===== config.mk =====
export PLATFORM = sky130hd
export DESIGN_NAME = pio_strobe_timer
export DESIGN_NICKNAME = d
export VERILOG_FILES = /design/src/rtl/pio_tim_pkg.sv /design/src/rtl/pio_timing_regs.sv /design/src/rtl/pio_phase_seq.sv /design/src/rtl/pio_irq_flags.sv /design/src/rtl/pio_strobe_timer.sv
export SDC_FILE = /design/constraint.sdc
export NUM_CORES = 1
export LEC_CHECK = 0
export ABC_CLOCK_PERIOD_IN_PS = 4700
export BUFFER_PORTS_ARGS = -buffer_cell sky130_fd_sc_hd__buf_2
export CAP_MARGIN = 20
export CORE_ASPECT_RATIO = 1.1
export CORE_MARGIN = 2
export CORE_UTILIZATION = 55
export CTS_CLUSTER_DIAMETER = 60
export CTS_CLUSTER_SIZE = 24
export DETAILED_ROUTE_END_ITERATION = 10
export PLACE_DENSITY_LB_ADDON = 0.2
export SLEW_MARGIN = 20
export SYNTH_ARGS = -nofsm -noshare
export SYNTH_HDL_FRONTEND = slang
export SYNTH_SLANG_ARGS = --single-unit

===== constraint.sdc =====
create_clock -name clk -period 4.7 [get_ports clk]
set_clock_uncertainty 0.15 [all_clocks]
set_input_delay 0.705 -clock clk [delete_from_list [all_inputs] [get_ports clk]]
set_output_delay 0.705 -clock clk [all_outputs]
set_load 0.01 [all_outputs]

===== src/rtl/pio_tim_pkg.sv =====
package pio_tim_pkg;
  localparam int NUM_CH  = 2;
  localparam int NUM_DRV = 2;
  localparam int BYTE_W  = 8;
  localparam int MAX_CLKS = 16;
  localparam int CNT_W   = $clog2(MAX_CLKS + 1);

  localparam logic [BYTE_W-1:0] TIM_RESET = 8'h0F;
  localparam logic [1:0]        SU_RESET  = 2'b11;

  typedef enum logic [1:0] {
    PH_IDLE  = 2'd0,
    PH_SETUP = 2'd1,
    PH_ACT   = 2'd2,
    PH_REC   = 2'd3
  } phase_t;

  // active nibble: zero stands for the maximum length
  function automatic logic [CNT_W-1:0] act_clks(input logic [BYTE_W-1:0] b);
    logic [CNT_W-1:0] v;
    v = {{(CNT_W-4){1'b0}}, b[7:4]};
    if (b[7:4] == 4'd0) v = CNT_W'(MAX_CLKS);
    return v;
  endfunction

  // recovery nibble is stored as clocks minus one
  function automatic logic [CNT_W-1:0] rec_clks(input logic [BYTE_W-1:0] b);
    return {{(CNT_W-4){1'b0}}, b[3:0]} + CNT_W'(1);
  endfunction

  // setup code ordering is not monotonic in its binary value
  function automatic logic [CNT_W-1:0] setup_clks(input logic [1:0] code,
                                                  input logic [CNT_W-1:0] longest);
    logic [CNT_W-1:0] v;
    case (code)
      2'b01:   v = CNT_W'(2);
      2'b10:   v = CNT_W'(3);
      2'b00:   v = CNT_W'(4);
      default: v = longest;
    endcase
    return v;
  endfunction
endpackage


===== src/rtl/pio_timing_regs.sv =====
module pio_timing_regs
  import pio_tim_pkg::*;
(
  input  logic              clk,
  input  logic              rst_n,
  input  logic              cfg_we,
  input  logic              cfg_chan,
  input  logic              cfg_drive,
  input  logic              cfg_kind,
  input  logic [BYTE_W-1:0] cfg_data,
  input  logic              acc_fire,
  input  logic              acc_chan,
  input  logic              acc_drive,
  output logic [BYTE_W-1:0] sel_tim,
  output logic [1:0]        sel_su,
  output logic              sec_reload
);
  logic [BYTE_W-1:0] pri_tim [NUM_DRV];
  logic [1:0]        pri_su  [NUM_DRV];
  logic [BYTE_W-1:0] sec_save [NUM_DRV];
  logic [BYTE_W-1:0] sec_live;
  logic [1:0]        sec_su;
  logic              last_vld;
  logic              last_drv;

  logic wr_tim, wr_su;
  assign wr_tim = cfg_we && !cfg_kind;
  assign wr_su  = cfg_we &&  cfg_kind;

  genvar g;
  generate
    for (g = 0; g < NUM_DRV; g++) begin : g_drv
      always_ff @(posedge clk) begin
        if (!rst_n) begin
          pri_tim[g]  <= TIM_RESET;
          pri_su[g]   <= SU_RESET;
          sec_save[g] <= TIM_RESET;
        end else begin
          if (wr_tim && !cfg_chan && cfg_drive == 1'(g)) pri_tim[g]  <= cfg_data;
          if (wr_su  && !cfg_chan && cfg_drive == 1'(g)) pri_su[g]   <= cfg_data[7:6];
          if (wr_tim &&  cfg_chan && cfg_drive == 1'(g)) sec_save[g] <= cfg_data;
        end
      end
    end
  endgenerate

  always_ff @(posedge clk) begin
    if (!rst_n) sec_su <= SU_RESET;
    else if (wr_su && cfg_chan) sec_su <= cfg_data[7:6];
  end

  logic drv_changed;
  assign drv_changed = !last_vld || (last_drv != acc_drive);
  assign sec_reload  = acc_fire && acc_chan && drv_changed;

  always_ff @(posedge clk) begin
    if (!rst_n) begin
      sec_live <= TIM_RESET;
      last_vld <= 1'b0;
      last_drv <= 1'b0;
    end else if (sec_reload) begin
      sec_live <= sec_save[acc_drive];
      last_vld <= 1'b1;
      last_drv <= acc_drive;
    end
  end

  always_comb begin
    if (!acc_chan) begin
      sel_tim = pri_tim[acc_drive];
      sel_su  = pri_su[acc_drive];
    end else begin
      sel_tim = drv_changed ? sec_save[acc_drive] : sec_live;
      sel_su  = sec_su;
    end
  end
endmodule


===== src/rtl/pio_phase_seq.sv =====
module pio_phase_seq
  import pio_tim_pkg::*;
#(
  parameter int SETUP_LONG_CLKS = 5
)(
  input  logic              clk,
  input  logic              rst_n,
  input  logic              req_valid,
  input  logic              req_chan,
  input  logic              req_drive,
  input  logic [BYTE_W-1:0] tim_byte,
  input  logic [1:0]        su_code,
  output logic              req_ready,
  output logic              acc_fire,
  output logic [NUM_CH-1:0] chan_strobe,
  output logic              cyc_busy,
  output logic              cyc_drive,
  output logic              cyc_done
);
  localparam logic [CNT_W-1:0] LONG_C = CNT_W'(SETUP_LONG_CLKS);

  phase_t           phase;
  logic [CNT_W-1:0] cnt;
  logic [CNT_W-1:0] act_q, rec_q;
  logic             chan_q, drv_q;
  logic             last_clk;

  assign req_ready = (phase == PH_IDLE);
  assign acc_fire  = req_valid && req_ready;
  assign last_clk  = (cnt == CNT_W'(1));

  always_ff @(posedge clk) begin
    if (!rst_n) begin
      phase  <= PH_IDLE;
      cnt    <= '0;
      act_q  <= '0;
      rec_q  <= '0;
      chan_q <= 1'b0;
      drv_q  <= 1'b0;
    end else begin
      case (phase)
        PH_IDLE: if (acc_fire) begin
          phase  <= PH_SETUP;
          cnt    <= setup_clks(su_code, LONG_C);
          act_q  <= act_clks(tim_byte);
          rec_q  <= rec_clks(tim_byte);
          chan_q <= req_chan;
          drv_q  <= req_drive;
        end
        PH_SETUP: if (last_clk) begin
          phase <= PH_ACT;
          cnt   <= act_q;
        end else cnt <= cnt - CNT_W'(1);
        PH_ACT: if (last_clk) begin
          phase <= PH_REC;
          cnt   <= rec_q;
        end else cnt <= cnt - CNT_W'(1);
        default: if (last_clk) begin
          phase <= PH_IDLE;
          cnt   <= '0;
        end else cnt <= cnt - CNT_W'(1);
      endcase
    end
  end

  genvar c;
  generate
    for (c = 0; c < NUM_CH; c++) begin : g_stb
      assign chan_strobe[c] = (phase == PH_ACT) && (chan_q == 1'(c));
    end
  endgenerate

  assign cyc_busy  = (phase != PH_IDLE);
  assign cyc_drive = drv_q;
  assign cyc_done  = (phase == PH_REC) && last_clk;
endmodule


===== src/rtl/pio_irq_flags.sv =====
module pio_irq_flags
  import pio_tim_pkg::*;
(
  input  logic              clk,
  input  logic              rst_n,
  input  logic [NUM_CH-1:0] dev_irq,
  input  logic [NUM_CH-1:0] irq_ack,
  output logic [NUM_CH-1:0] irq_pend
);
  genvar c;
  generate
    for (c = 0; c < NUM_CH; c++) begin : g_ch
      always_ff @(posedge clk) begin
        if (!rst_n)          irq_pend[c] <= 1'b0;
        else if (dev_irq[c]) irq_pend[c] <= 1'b1;
        else if (irq_ack[c]) irq_pend[c] <= 1'b0;
      end
    end
  endgenerate
endmodule


===== src/rtl/pio_strobe_timer.sv =====
module pio_strobe_timer
  import pio_tim_pkg::*;
#(
  parameter int SETUP_LONG_CLKS = 5
)(
  input  logic        clk,
  input  logic        rst_n,
  input  logic        cfg_we,
  input  logic        cfg_chan,
  input  logic        cfg_drive,
  input  logic        cfg_kind,
  input  logic [7:0]  cfg_data,
  input  logic        req_valid,
  output logic        req_ready,
  input  logic        req_chan,
  input  logic        req_drive,
  output logic [1:0]  chan_strobe,
  output logic        cyc_busy,
  output logic        cyc_drive,
  output logic        cyc_done,
  input  logic [1:0]  dev_irq,
  input  logic [1:0]  irq_ack,
  output logic [1:0]  irq_pend
);
  logic [BYTE_W-1:0] sel_tim;
  logic [1:0]        sel_su;
  logic              acc_fire;
  logic              sec_reload;

  pio_timing_regs u_regs (
    .clk        (clk),
    .rst_n      (rst_n),
    .cfg_we     (cfg_we),
    .cfg_chan   (cfg_chan),
    .cfg_drive  (cfg_drive),
    .cfg_kind   (cfg_kind),
    .cfg_data   (cfg_data),
    .acc_fire   (acc_fire),
    .acc_chan   (req_chan),
    .acc_drive  (req_drive),
    .sel_tim    (sel_tim),
    .sel_su     (sel_su),
    .sec_reload (sec_reload)
  );

  pio_phase_seq #(.SETUP_LONG_CLKS(SETUP_LONG_CLKS)) u_seq (
    .clk         (clk),
    .rst_n       (rst_n),
    .req_valid   (req_valid),
    .req_chan    (req_chan),
    .req_drive   (req_drive),
    .tim_byte    (sel_tim),
    .su_code     (sel_su),
    .req_ready   (req_ready),
    .acc_fire    (acc_fire),
    .chan_strobe (chan_strobe),
    .cyc_busy    (cyc_busy),
    .cyc_drive   (cyc_drive),
    .cyc_done    (cyc_done)
  );

  pio_irq_flags u_irq (
    .clk      (clk),
    .rst_n    (rst_n),
    .dev_irq  (dev_irq),
    .irq_ack  (irq_ack),
    .irq_pend (irq_pend)
  );
endmodule


==> results of run 1 <==
==> stage by stage <==
| stage | power, W | setup slack, ps | utilization, % |
|---|---|---|---|
| finish | 0.001771 | 2033 | 63.00 |
| detailed placement | 0.001212 | 1924 | 58.99 |
| floorplan | 0.001103 | 2226 | - |
| global placement | 0.001200 | 1963 | 58.99 |
| CTS | 0.001779 | 2039 | 62.92 |
| global route | 0.001869 | 1726 | 63.00 |
==> cell usage in the layout (no fill, tap or decap), types with 4 or more instances in the layout <==
master	n
sky130_fd_sc_hd__o311a_1	5
sky130_fd_sc_hd__buf_2	28
sky130_fd_sc_hd__o211ai_1	8
sky130_fd_sc_hd__nand3_1	6
sky130_fd_sc_hd__clkbuf_8	9
sky130_fd_sc_hd__dfxtp_1	33
sky130_fd_sc_hd__edfxtp_1	36
sky130_fd_sc_hd__ha_1	10
sky130_fd_sc_hd__inv_1	10
sky130_fd_sc_hd__o32ai_1	4
sky130_fd_sc_hd__nand2b_1	10
sky130_fd_sc_hd__or3_1	15
sky130_fd_sc_hd__nor3_1	8
sky130_fd_sc_hd__mux2i_1	21
sky130_fd_sc_hd__a211oi_1	6
sky130_fd_sc_hd__a22oi_1	7
sky130_fd_sc_hd__a21oi_1	15
sky130_fd_sc_hd__o21ai_0	14
sky130_fd_sc_hd__and2_1	20
sky130_fd_sc_hd__nand2_1	34
sky130_fd_sc_hd__nor2b_1	4
sky130_fd_sc_hd__nor2_1	24
==> worst min path at each step <==
stage                                 from                     endpoint  depth (start not counted)
4_1_cts        u_seq.rec_q[1]$_SDFFE_PN0P_  u_seq.rec_q[1]$_SDFFE_PN0P_                          2
5_1_grt        u_seq.rec_q[1]$_SDFFE_PN0P_  u_seq.rec_q[1]$_SDFFE_PN0P_                          2
3_5_place_dp   u_seq.rec_q[1]$_SDFFE_PN0P_  u_seq.rec_q[1]$_SDFFE_PN0P_                          2
6_report       u_seq.rec_q[1]$_SDFFE_PN0P_  u_seq.rec_q[1]$_SDFFE_PN0P_                          2
3_3_place_gp   u_seq.rec_q[1]$_SDFFE_PN0P_  u_seq.rec_q[1]$_SDFFE_PN0P_                          2
2_1_floorplan  u_seq.act_q[4]$_SDFFE_PN0P_  u_seq.act_q[4]$_SDFFE_PN0P_                          2
==> routing by layer <==
layer	up-vias	routed length, um
met5	-	0
met4	0	148
met3	17	251
met2	65	3117
met1	1159	3054
li1	1270	-
==> sequential cells by signal, summed over array words and instances (netlist names) <==
| signal | cells |
|---|---|
| u_irq.irq_pend | 2 |
| u_regs.last_drv | 1 |
| u_regs.last_vld | 1 |
| u_regs.pri_su | 4 |
| u_regs.pri_tim | 16 |
| u_regs.sec_live | 8 |
| u_regs.sec_save | 16 |
| u_regs.sec_su | 2 |
| u_seq.act_q | 5 |
| u_seq.chan_q | 1 |
| u_seq.cnt | 5 |
| u_seq.cyc_drive | 1 |
| u_seq.phase | 2 |
| u_seq.rec_q | 5 |
==> kinds of logic after synthesis <==
| kind of cell | share of synthesized area, % |
|---|---|
| adder cells (fa/ha/maj) | 3.655 |
| flip-flops | 50.88 |
| buffers and inverters | 3.765 |
| XOR/XNOR | 1.206 |
| multiplexers | 6.798 |
| AO/OA/AOI/OAI | 14.84 |
| AND/OR/NAND/NOR | 18.86 |
==> tightest hold or removal path: cells and delay by family (launching register included) <==
family          cells  cell delay (ps)
flops               1              310
simple gates        1               50
compound gates      1               50
==> report_power, final <==
part	switching (W)	internal [W]
Clock	0.000216	0.000352
Sequential	0.0000538	0.000710
Combinational	0.000263	0.000175
Total	0.000533	0.00124
==> cell type report <==
class	instances	area share, %
Timing Repair Buffer	29	3.854
Clock inverter	6	2.907
Clock buffer	10	3.331
Tap cell	80	2.613
Sequential cell	69	45.46
Multi-Input combinational cell	239	40.66
Inverter	12	1.176
==> flow_metrics.tcl, run 1 <==
set metrics [dict create \
    synth_top_cell_area_share_pct 31.58 \
    initial_utilization_pct 56.30 \
    synth.net_count 367 \
    outcome "finished clean" \
    maximum_number_of_pins_on_one_net_before_global_route_repair 26 \
    detailed_place_hpwl_um 4778 \
    dr.first_iter.drc_count 145 \
    synth.cell_area_mm2 0.003423 \
    synthArstFlopShare_pct 0 \
    overflow 0 \
    numCtsBuffers 9 \
    finish.cell_count_without_fillers 445 \
    timing.fmax_mhz 375.0 \
    clock_sinks 69 \
    syn_inst 336 \
    timing.final.crit_period_ps 2667 \
    endpoint_type_of_the_worst_setup_path "register" \
    worst_setup_path_start_kind "register" \
    setup.worst_path.class "reg2reg" \
    cts.hold.buffers_added 0 \
    critical_path_arrival_ps 2770 \
    num-nets-final 391 \
    grt_first_pass_wirelength_um 10960 \
    grt_most_used_layer "met2" \
    synth.distinct_cells 47 \
    mean_instance_size_in_the_synthesized_netlist_um2 10.19 \
    fillCellCount 511 \
    global_route.usage.met3_pct 4.792 \
    yosys_register_bits 69 \
    ir_worst_vdd_v 0.0002412 \
    cts_tree "yes" \
    detail_route.vias_per_cell 5.643 \
    r2r-end "u_regs.sec_live[5]$_SDFFE_PN0P_" \
    holdCritPathClass "reg2reg" \
    slowest_stage_cell_cp "sky130_fd_sc_hd__a21oi_1" \
    synth.largest_area_cell "sky130_fd_sc_hd__edfxtp_1" \
    routed-via-count 2511 \
    synth_flop_cell "sky130_fd_sc_hd__edfxtp_1" \
    worstMarginPinSlew_ps 785.1 \
    crit_required_ps 4800 \
    postLayoutCellArea_mm2 0.003831 \
    grt_pass1_vias 2327 \
    core.rowCount 30 \
    synth-edff-count 36 \
    h-tree-depth 3 \
    clk_slew_on_worst_s_h_paths_ps 70 \
    max_slew_margin_pct 47.31 \
    drcViolationCount 0 \
    chipWidth_um 79.22 \
    crit_family "simple AND/OR/NAND/NOR gates" \
    placedCellCount 429 \
    power.density_cell_area_mw_per_mm2 462.2 \
    yosysSeqAreaShare_pct 50.88 \
    boundaryPins 29 \
    clkLatencyLatePin_ps 340 \
    relative_area_change_from_synthesis_to_final_layout_pct 11.92 \
    grtUsageMet2_pct 33.05 \
    reg2reg_slack_ps 2030 \
    count_of_yosys_warnings_during_synthesis 0 \
    cp_num_buf_inv 1 \
    antenna_found_initial 0 \
    crit_chain "inv_1 > ha_1 > and2_1 > nand2_1 > a21oi_1 > nor2_1 > a211oi_1" \
    final-max-slew-violation-count 0 \
    critical_path_peak_fanout 14 \
    worstSetupEndpoint "u_regs.sec_live[5]$_SDFFE_PN0P_" \
    gp_congestion 0.9154 \
    multi_input_comb_area_mm2 0.001558 \
    synth.most_common_cell "sky130_fd_sc_hd__edfxtp_1" \
    totalWireLength_um 6572 \
    drv.max_cap_violation_count 0 \
    postCtsSetupRepairBufs 0 \
    cp.depth 7 \
    post_synth_main_area_contributors "sky130_fd_sc_hd__edfxtp_1 (32%), sky130_fd_sc_hd__dfxtp_1 (19%), sky130_fd_sc_hd__mux2i_1 (6.1%), sky130_fd_sc_hd__nand2_1 (3.7%), sky130_fd_sc_hd__and2_1 (3.7%)" \
    post_dp_cell_area_mm2 0.003587 \
    number_of_endpoints_failing_setup_at_the_final_stage 0 \
    drt_first_pass_iters 4 \
    cts-root-buf "sky130_fd_sc_hd__clkbuf_8" \
    layout-drive-gt1-share_pct 14.25 \
    hold-worst-slack_ps 302.7 \
    port-buffer-count 28 \
    grt_setup_unrepaired "false" \
    n_antenna_cell 0 \
    timing.rr.start "u_seq.phase[0]$_SDFFE_PN0P_" \
    ant_nets 0 \
    die-height_um 86.75 \
    dieArea_mm2 0.006872 \
    tns_ps 0 \
    cpPeakStageDelay_ps 580 \
    track_usage_pct 20.74 \
    coreArea_mm2 0.006081 \
    period_share_pct 56.74 \
    seq_area_mm2 0.001742 \
    clock_path_buffers 2 \
    static-leakage-power_nw 1.504 \
    timing.critical_path.from "u_seq.phase[0]$_SDFFE_PN0P_" \
    routedWlPerCell_um 14.77 \
    globalRouteMet1Util_pct 26.86 \
    reg2reg_depth 7 \
    synthTopCellsByCount "sky130_fd_sc_hd__edfxtp_1 (36), sky130_fd_sc_hd__nand2_1 (34), sky130_fd_sc_hd__dfxtp_1 (33)" \
    number_of_hold_violations_in_the_final_report 0 \
    cts_repair_resize_count 0 \
]
(Power assumes the default switching activity.)
==> run 2: changes to the inputs <==
--- a/config.mk
+++ b/config.mk
@@ -5,12 +5,13 @@
 export SDC_FILE = /design/constraint.sdc
 export NUM_CORES = 1
 export LEC_CHECK = 0
-export ABC_CLOCK_PERIOD_IN_PS = 4700
+export ABC_AREA = 1
+export ABC_CLOCK_PERIOD_IN_PS = 2450
 export BUFFER_PORTS_ARGS = -buffer_cell sky130_fd_sc_hd__buf_2
 export CAP_MARGIN = 20
 export CORE_ASPECT_RATIO = 1.1
 export CORE_MARGIN = 2
-export CORE_UTILIZATION = 55
+export CORE_UTILIZATION = 53
 export CTS_CLUSTER_DIAMETER = 60
 export CTS_CLUSTER_SIZE = 24
 export DETAILED_ROUTE_END_ITERATION = 10
==> constraint.sdc (replaced) <==
create_clock -name clk -period 2.45 [get_ports clk]
set_clock_uncertainty 0.15 [all_clocks]
set_input_delay 0.3675 -clock clk [delete_from_list [all_inputs] [get_ports clk]]
set_output_delay 0.3675 -clock clk [all_outputs]
set_load 0.01 [all_outputs]
==> flow_metrics.tcl, run 2 <==
set metrics [dict create \
    outcome "finished clean" \
    static-leakage-power_nw 1.711 \
    relative_area_change_from_synthesis_to_final_layout_pct 12.30 \
    numCtsBuffers 9 \
    cts.hold.buffers_added 0 \
    slowest_stage_cell_cp "sky130_fd_sc_hd__dfxtp_1" \
    hold-worst-slack_ps 77.60 \
    layout-drive-gt1-share_pct 12.61 \
    clkLatencyLatePin_ps 350 \
    drt_first_pass_iters 5 \
    cts_repair_resize_count 0 \
    count_of_yosys_warnings_during_synthesis 0 \
    yosysSeqAreaShare_pct 51.10 \
    clock_sinks 69 \
    grt_first_pass_wirelength_um 11220 \
    timing.fmax_mhz 497.9 \
    port-buffer-count 28 \
    final_common_cell "sky130_fd_sc_hd__nand2_1" \
    ir_worst_vdd_v 0.0005377 \
    grt_setup_unrepaired "false" \
    h-tree-depth 3 \
    mean_instance_size_in_the_synthesized_netlist_um2 8.193 \
    post_synth_main_area_contributors "sky130_fd_sc_hd__edfxtp_1 (32%), sky130_fd_sc_hd__dfxtp_1 (19%), sky130_fd_sc_hd__nand2_1 (9.9%), sky130_fd_sc_hd__inv_1 (6.7%), sky130_fd_sc_hd__nor2_1 (5.4%)" \
    cp_num_buf_inv 3 \
    track_usage_pct 21.22 \
    synth.largest_area_cell "sky130_fd_sc_hd__edfxtp_1" \
    commonest_cells_after_routing_fill_and_taps_aside "sky130_fd_sc_hd__nand2_1 (90), sky130_fd_sc_hd__inv_1 (61), sky130_fd_sc_hd__nor2_1 (49)" \
    synthArstFlopShare_pct 0 \
    fin_util_pct 61.80 \
    period_share_pct 81.98 \
    crit_chain "inv_1 > ha_1 > inv_1 > nor2_1 > buf_2" \
    synth.net_count 447 \
    grt_pass1_vias 2421 \
    clk_slew_on_worst_s_h_paths_ps 70 \
    number_of_endpoints_failing_setup_at_the_final_stage 0 \
    endpoint_type_of_the_worst_setup_path "primary output" \
    detailed_place_hpwl_um 5027 \
    drv.max_cap_violation_count 0 \
    synth-edff-count 36 \
    clock_path_buffers 2 \
    max_slew_margin_pct 71.12 \
    final-max-slew-violation-count 0 \
    yosys_register_bits 69 \
    synth.most_common_cell "sky130_fd_sc_hd__nand2_1" \
    antenna_found_initial 0 \
    chipWidth_um 80.46 \
    detail_route.vias_per_cell 5.147 \
    totalWireLength_um 6789 \
    ant_nets 0 \
    worst_setup_path_start_kind "register" \
    drcViolationCount 0 \
    coreArea_mm2 0.006193 \
    boundaryPins 29 \
    power.density_cell_area_mw_per_mm2 923.4 \
    num-nets-final 479 \
    placedCellCount 517 \
    number_of_hold_violations_in_the_final_report 0 \
    synth.distinct_cells 33 \
    crit_required_ps 1930 \
    crit_family "flip-flops" \
    cell_occurring_most_often_along_the_worst_timing_path "sky130_fd_sc_hd__inv_1" \
    postCtsSetupRepairBufs 0 \
    worstMarginPinSlew_ps 428.7 \
    synth_flop_cell "sky130_fd_sc_hd__edfxtp_1" \
    maximum_number_of_pins_on_one_net_before_global_route_repair 18 \
    overflow 0 \
    routedWlPerCell_um 12.76 \
    holdCritPathClass "in2reg" \
    critical_path_peak_fanout 6 \
    synthTopCellsByCount "sky130_fd_sc_hd__nand2_1 (90), sky130_fd_sc_hd__inv_1 (61), sky130_fd_sc_hd__nor2_1 (49)" \
    dr.first_iter.drc_count 165 \
    finish.cell_count_without_fillers 532 \
    gp_congestion 0.8747 \
    routed-via-count 2738 \
    critical_path_arrival_ps 1490 \
    largest_registers "u_regs.pri_tim (16), u_regs.sec_save (16), u_regs.sec_live (8)" \
    cpPeakStageDelay_ps 410 \
    initial_utilization_pct 55.03 \
    cts-root-buf "sky130_fd_sc_hd__clkbuf_8" \
    synth_top_cell_area_share_pct 31.72 \
    setup.worst_path.class "reg2out" \
    n_antenna_cell 0 \
    cts_tree "yes" \
    die-height_um 88.11 \
    tns_ps 0 \
    syn_inst 416 \
    dieArea_mm2 0.007089 \
    synth.cell_area_mm2 0.003408 \
    timing.final.crit_period_ps 2009 \
    core.rowCount 30 \
]
==> run 2: worst register-to-register path: stages (launching register included) <==
cell,delay (ps)
sky130_fd_sc_hd__dfxtp_1,410
sky130_fd_sc_hd__inv_1,80
sky130_fd_sc_hd__ha_1,270
sky130_fd_sc_hd__inv_1,190
sky130_fd_sc_hd__nand2_1,70
sky130_fd_sc_hd__o21ai_0,360
sky130_fd_sc_hd__o221ai_1,170
sky130_fd_sc_hd__o211ai_1,100
sky130_fd_sc_hd__inv_1,50
==> run 2: metrics by stage <==
step           total power (W)  area [um2]  worst slack [ps]
6_report              0.003534        3827             441.4
5_1_grt               0.003786        3827             195.4
4_1_cts               0.003549        3827             430.8
3_5_place_dp          0.002550        3615             315.7
3_3_place_gp          0.002533        3615             376.9
2_1_floorplan         0.002272        3408             475.2
==> run 2: power by group <==
part | switching (W) | internal (W) | total, W
Sequential | 0.000107 | 0.00139 | 0.00149
Combinational | 0.000651 | 0.000388 | 0.00104
Clock | 0.000434 | 0.000566 | 0.00100
Total | 0.00119 | 0.00234 | 0.00353
==> run 2: cells by family after synthesis <==
kind of cell	synth area share, %
AOI/OAI and AO/OA	15.09
buffers and inverters	9.398
adders and majority gates	3.671
DFF	51.10
and+or+nand+nor	20.23
xor gates and xnor gates	0.5140
==> run 2: final cells by class <==
| class | count | area (um2) |
|---|---|---|
| clock buffers | 9 | 123.9 |
| clock inverters | 6 | 88.84 |
| fillers | 565 | 2366 |
| inverters | 63 | 241.5 |
| multi-input cells | 271 | 1346 |
| flip-flops and latches | 69 | 1742 |
| well taps | 80 | 100.1 |
| repair buffers | 34 | 185.2 |
==> run 2: final timing paths <==
check,from,endpoint,slack (ps),cells after the start
worst max-delay path,u_seq.phase[0]$_SDFFE_PN0P_,chan_strobe[0],440,5
worst min-delay path,dev_irq[1],u_irq.irq_pend[1]$_SDFFE_PN0P_,80,3
worst max register to register,u_seq.phase[0]$_SDFFE_PN0P_,u_seq.cnt[0]$_SDFFE_PN0N_,490,8
worst min register to register,u_regs.sec_live[7]$_SDFFE_PN0P_,u_regs.sec_live[7]$_SDFFE_PN0P_,310,2
==> run 2: routing by layer <==
metal,global-route usage [%],wire [um]
met2,32.65,3161
met4,9.707,161
met1,28.30,3158
met5,0,0
met3,5.464,308
==> run 3: changes to the inputs <==
--- a/config.mk
+++ b/config.mk
@@ -6,7 +6,7 @@
 export NUM_CORES = 1
 export LEC_CHECK = 0
 export ABC_AREA = 1
-export ABC_CLOCK_PERIOD_IN_PS = 2450
+export ABC_CLOCK_PERIOD_IN_PS = 1700
 export BUFFER_PORTS_ARGS = -buffer_cell sky130_fd_sc_hd__buf_2
 export CAP_MARGIN = 20
 export CORE_ASPECT_RATIO = 1.1
==> constraint.sdc (replaced) <==
create_clock -name clk -period 1.7 [get_ports clk]
set_clock_uncertainty 0.15 [all_clocks]
set_input_delay 0.255 -clock clk [delete_from_list [all_inputs] [get_ports clk]]
set_output_delay 0.255 -clock clk [all_outputs]
set_load 0.01 [all_outputs]
==> flow_metrics.tcl, run 3 (synthesized netlist as in run 2, its figures left out) <==
set metrics [dict create \
    clock_path_buffers 2 \
    holdCritPathClass "in2reg" \
    clock_sinks 69 \
    detailed_place_hpwl_um 5466 \
    ant_nets 0 \
    crit_chain "buf_6 > ha_4 > inv_4 > buf_6 > nor2_1 > buf_2" \
    cpPeakStageDelay_ps 340 \
    track_usage_pct 23.44 \
    power.density_cell_area_mw_per_mm2 1325 \
    num-nets-final 511 \
    largest_registers "u_regs.pri_tim (16), u_regs.sec_save (16), u_regs.sec_live (8)" \
    setup_slack_ps -46.17 \
    port-buffer-count 28 \
    commonest_cells_after_routing_fill_and_taps_aside "sky130_fd_sc_hd__nand2_1 (82), sky130_fd_sc_hd__inv_1 (54), sky130_fd_sc_hd__nor2_1 (45)" \
    routedWlPerCell_um 14.12 \
    relative_area_change_from_synthesis_to_final_layout_pct 24.67 \
    dr.first_iter.drc_count 163 \
    drv.max_cap_violation_count 0 \
    totalWireLength_um 7980 \
    final-max-slew-violation-count 0 \
    critical_path_peak_fanout 4 \
    numCtsBuffers 9 \
    final_common_cell "sky130_fd_sc_hd__nand2_1" \
    violations "setup timing" \
    cts-root-buf "sky130_fd_sc_hd__clkbuf_8" \
    initial_utilization_pct 55.03 \
    crit_family "buffers and inverters" \
    gp_congestion 0.9449 \
    die-height_um 88.11 \
    overflow 0 \
    grt_setup_unrepaired "true" \
    dieArea_mm2 0.007089 \
    drcViolationCount 0 \
    slowest_stage_cell_cp "sky130_fd_sc_hd__dfxtp_2" \
    coreArea_mm2 0.006193 \
    max_slew_margin_pct 73.69 \
    chipWidth_um 80.46 \
    endpoint_type_of_the_worst_setup_path "primary output" \
    maximum_number_of_pins_on_one_net_before_global_route_repair 15 \
    n_antenna_cell 0 \
    grt_first_pass_wirelength_um 12430 \
    timing.final.crit_period_ps 1746 \
    clk_slew_on_worst_s_h_paths_ps 70 \
    grt_pass1_vias 2687 \
    cell_occurring_most_often_along_the_worst_timing_path "sky130_fd_sc_hd__buf_6" \
    layout-drive-gt1-share_pct 26.60 \
    cts_tree "yes" \
    core.rowCount 30 \
    antenna_found_initial 0 \
    ir_worst_vdd_v 0.0007424 \
    h-tree-depth 3 \
    crit_required_ps 1290 \
    worstMarginPinSlew_ps 393.1 \
    number_of_hold_violations_in_the_final_report 0 \
    cp_num_buf_inv 4 \
    detail_route.vias_per_cell 5.216 \
    outcome "finished with violations" \
    timing.fmax_mhz 572.7 \
    routed-via-count 2947 \
    critical_path_arrival_ps 1340 \
    worst_setup_path_start_kind "register" \
    boundaryPins 29 \
    fin_util_pct 68.61 \
    static-leakage-power_nw 1.880 \
    number_of_endpoints_failing_setup_at_the_final_stage 2 \
    setup.worst_path.class "reg2out" \
    post-layout-total-power_w 0.005628 \
    drt_first_pass_iters 4 \
    period_share_pct 102.7 \
    clkLatencyLatePin_ps 350 \
]
run 3: changes by cell type in the layout (fill, tap and decap cells not counted), moves of 7 or more:
cell                      delta
sky130_fd_sc_hd__o21ai_0     -8
sky130_fd_sc_hd__inv_1       -7
sky130_fd_sc_hd__ha_1        -8
sky130_fd_sc_hd__nand2_1     -8
sky130_fd_sc_hd__nand2_2     +7
sky130_fd_sc_hd__buf_4      +24
run 3: worst paths after layout:
path / start / cells past startpoint / to / slack (ps)
worst max-delay path: u_seq.phase[1]$_SDFFE_PN0P_ / 6 / chan_strobe[0] / -50
worst min register to register: u_regs.sec_live[4]$_SDFFE_PN0P_ / 2 / u_regs.sec_live[4]$_SDFFE_PN0P_ / 310
worst max register to register: u_seq.phase[0]$_SDFFE_PN0P_ / 9 / u_seq.cnt[0]$_SDFFE_PN0N_ / 20
worst min-delay path: irq_ack[1] / 4 / u_irq.irq_pend[1]$_SDFFE_PN0P_ / 50
run 3: report_power, final:
group	total, W	internal, W	switching [W]
Sequential	0.00216	0.00201	0.000155
Clock	0.00114	0.000518	0.000625
Combinational	0.00232	0.00102	0.00130
run 3: through the flow:
| stage | setup slack (ps) | cells | TNS, ps | instance area [um2] | hold slack (ps) |
|---|---|---|---|---|---|
| 4_1_cts | -40.70 | 560 | -51.74 | 4074 | 33.36 |
| 2_1_floorplan | 10.35 | 416 | 0 | 3430 | 222.4 |
| 5_1_grt | -105.6 | 565 | -864.0 | 4249 | 64.52 |
| 6_report | -46.17 | 565 | -62.51 | 4249 | 48.26 |
| 3_3_place_gp | -120.5 | 539 | -696.5 | 3795 | 290.3 |
| 3_5_place_dp | -190.7 | 539 | -1282 | 3795 | 296.3 |
run 3: layer usage:
layer  global-route usage [%]  part of all wire, %  wire, um
met1                    28.85                   43      3451
met2                    39.32                   50      3951
met3                    5.155                  4.2       339
met4                    10.94                  3.0       237
met5                        0                    0         0
run 3: worst reg2reg max path, delay by kind of cell (launching register included):
family                   cells  cell delay, ps
AO/OA/AOI/OAI                3             330
adder cells (fa/ha/maj)      1             230
buffers and inverters        4             470
flip-flops                   1             330
AND/OR/NAND/NOR              1              60
run 3: repair_timing:
item | in CTS | in global routing
endpoints found under the hold margin | 2 | 0
resized for setup | 23 | 41
hold buffers | 2 | 0
gates cloned | 0 | 0
buffers inserted | 3 | 5
pin swaps | 1 | 13
setup endpoints to repair | 11 | 20
run 3: area by class of cell:
| cell class | count | area [um2] |
|---|---|---|
| multi-input combinational | 271 | 1524 |
| tap | 80 | 100.1 |
| clock buffer | 9 | 123.9 |
| clock inverter | 7 | 42.54 |
| inverter | 63 | 244.0 |
| timing repair buffer | 66 | 467.9 |
| sequential | 69 | 1747 |
| fill | 500 | 1944 |
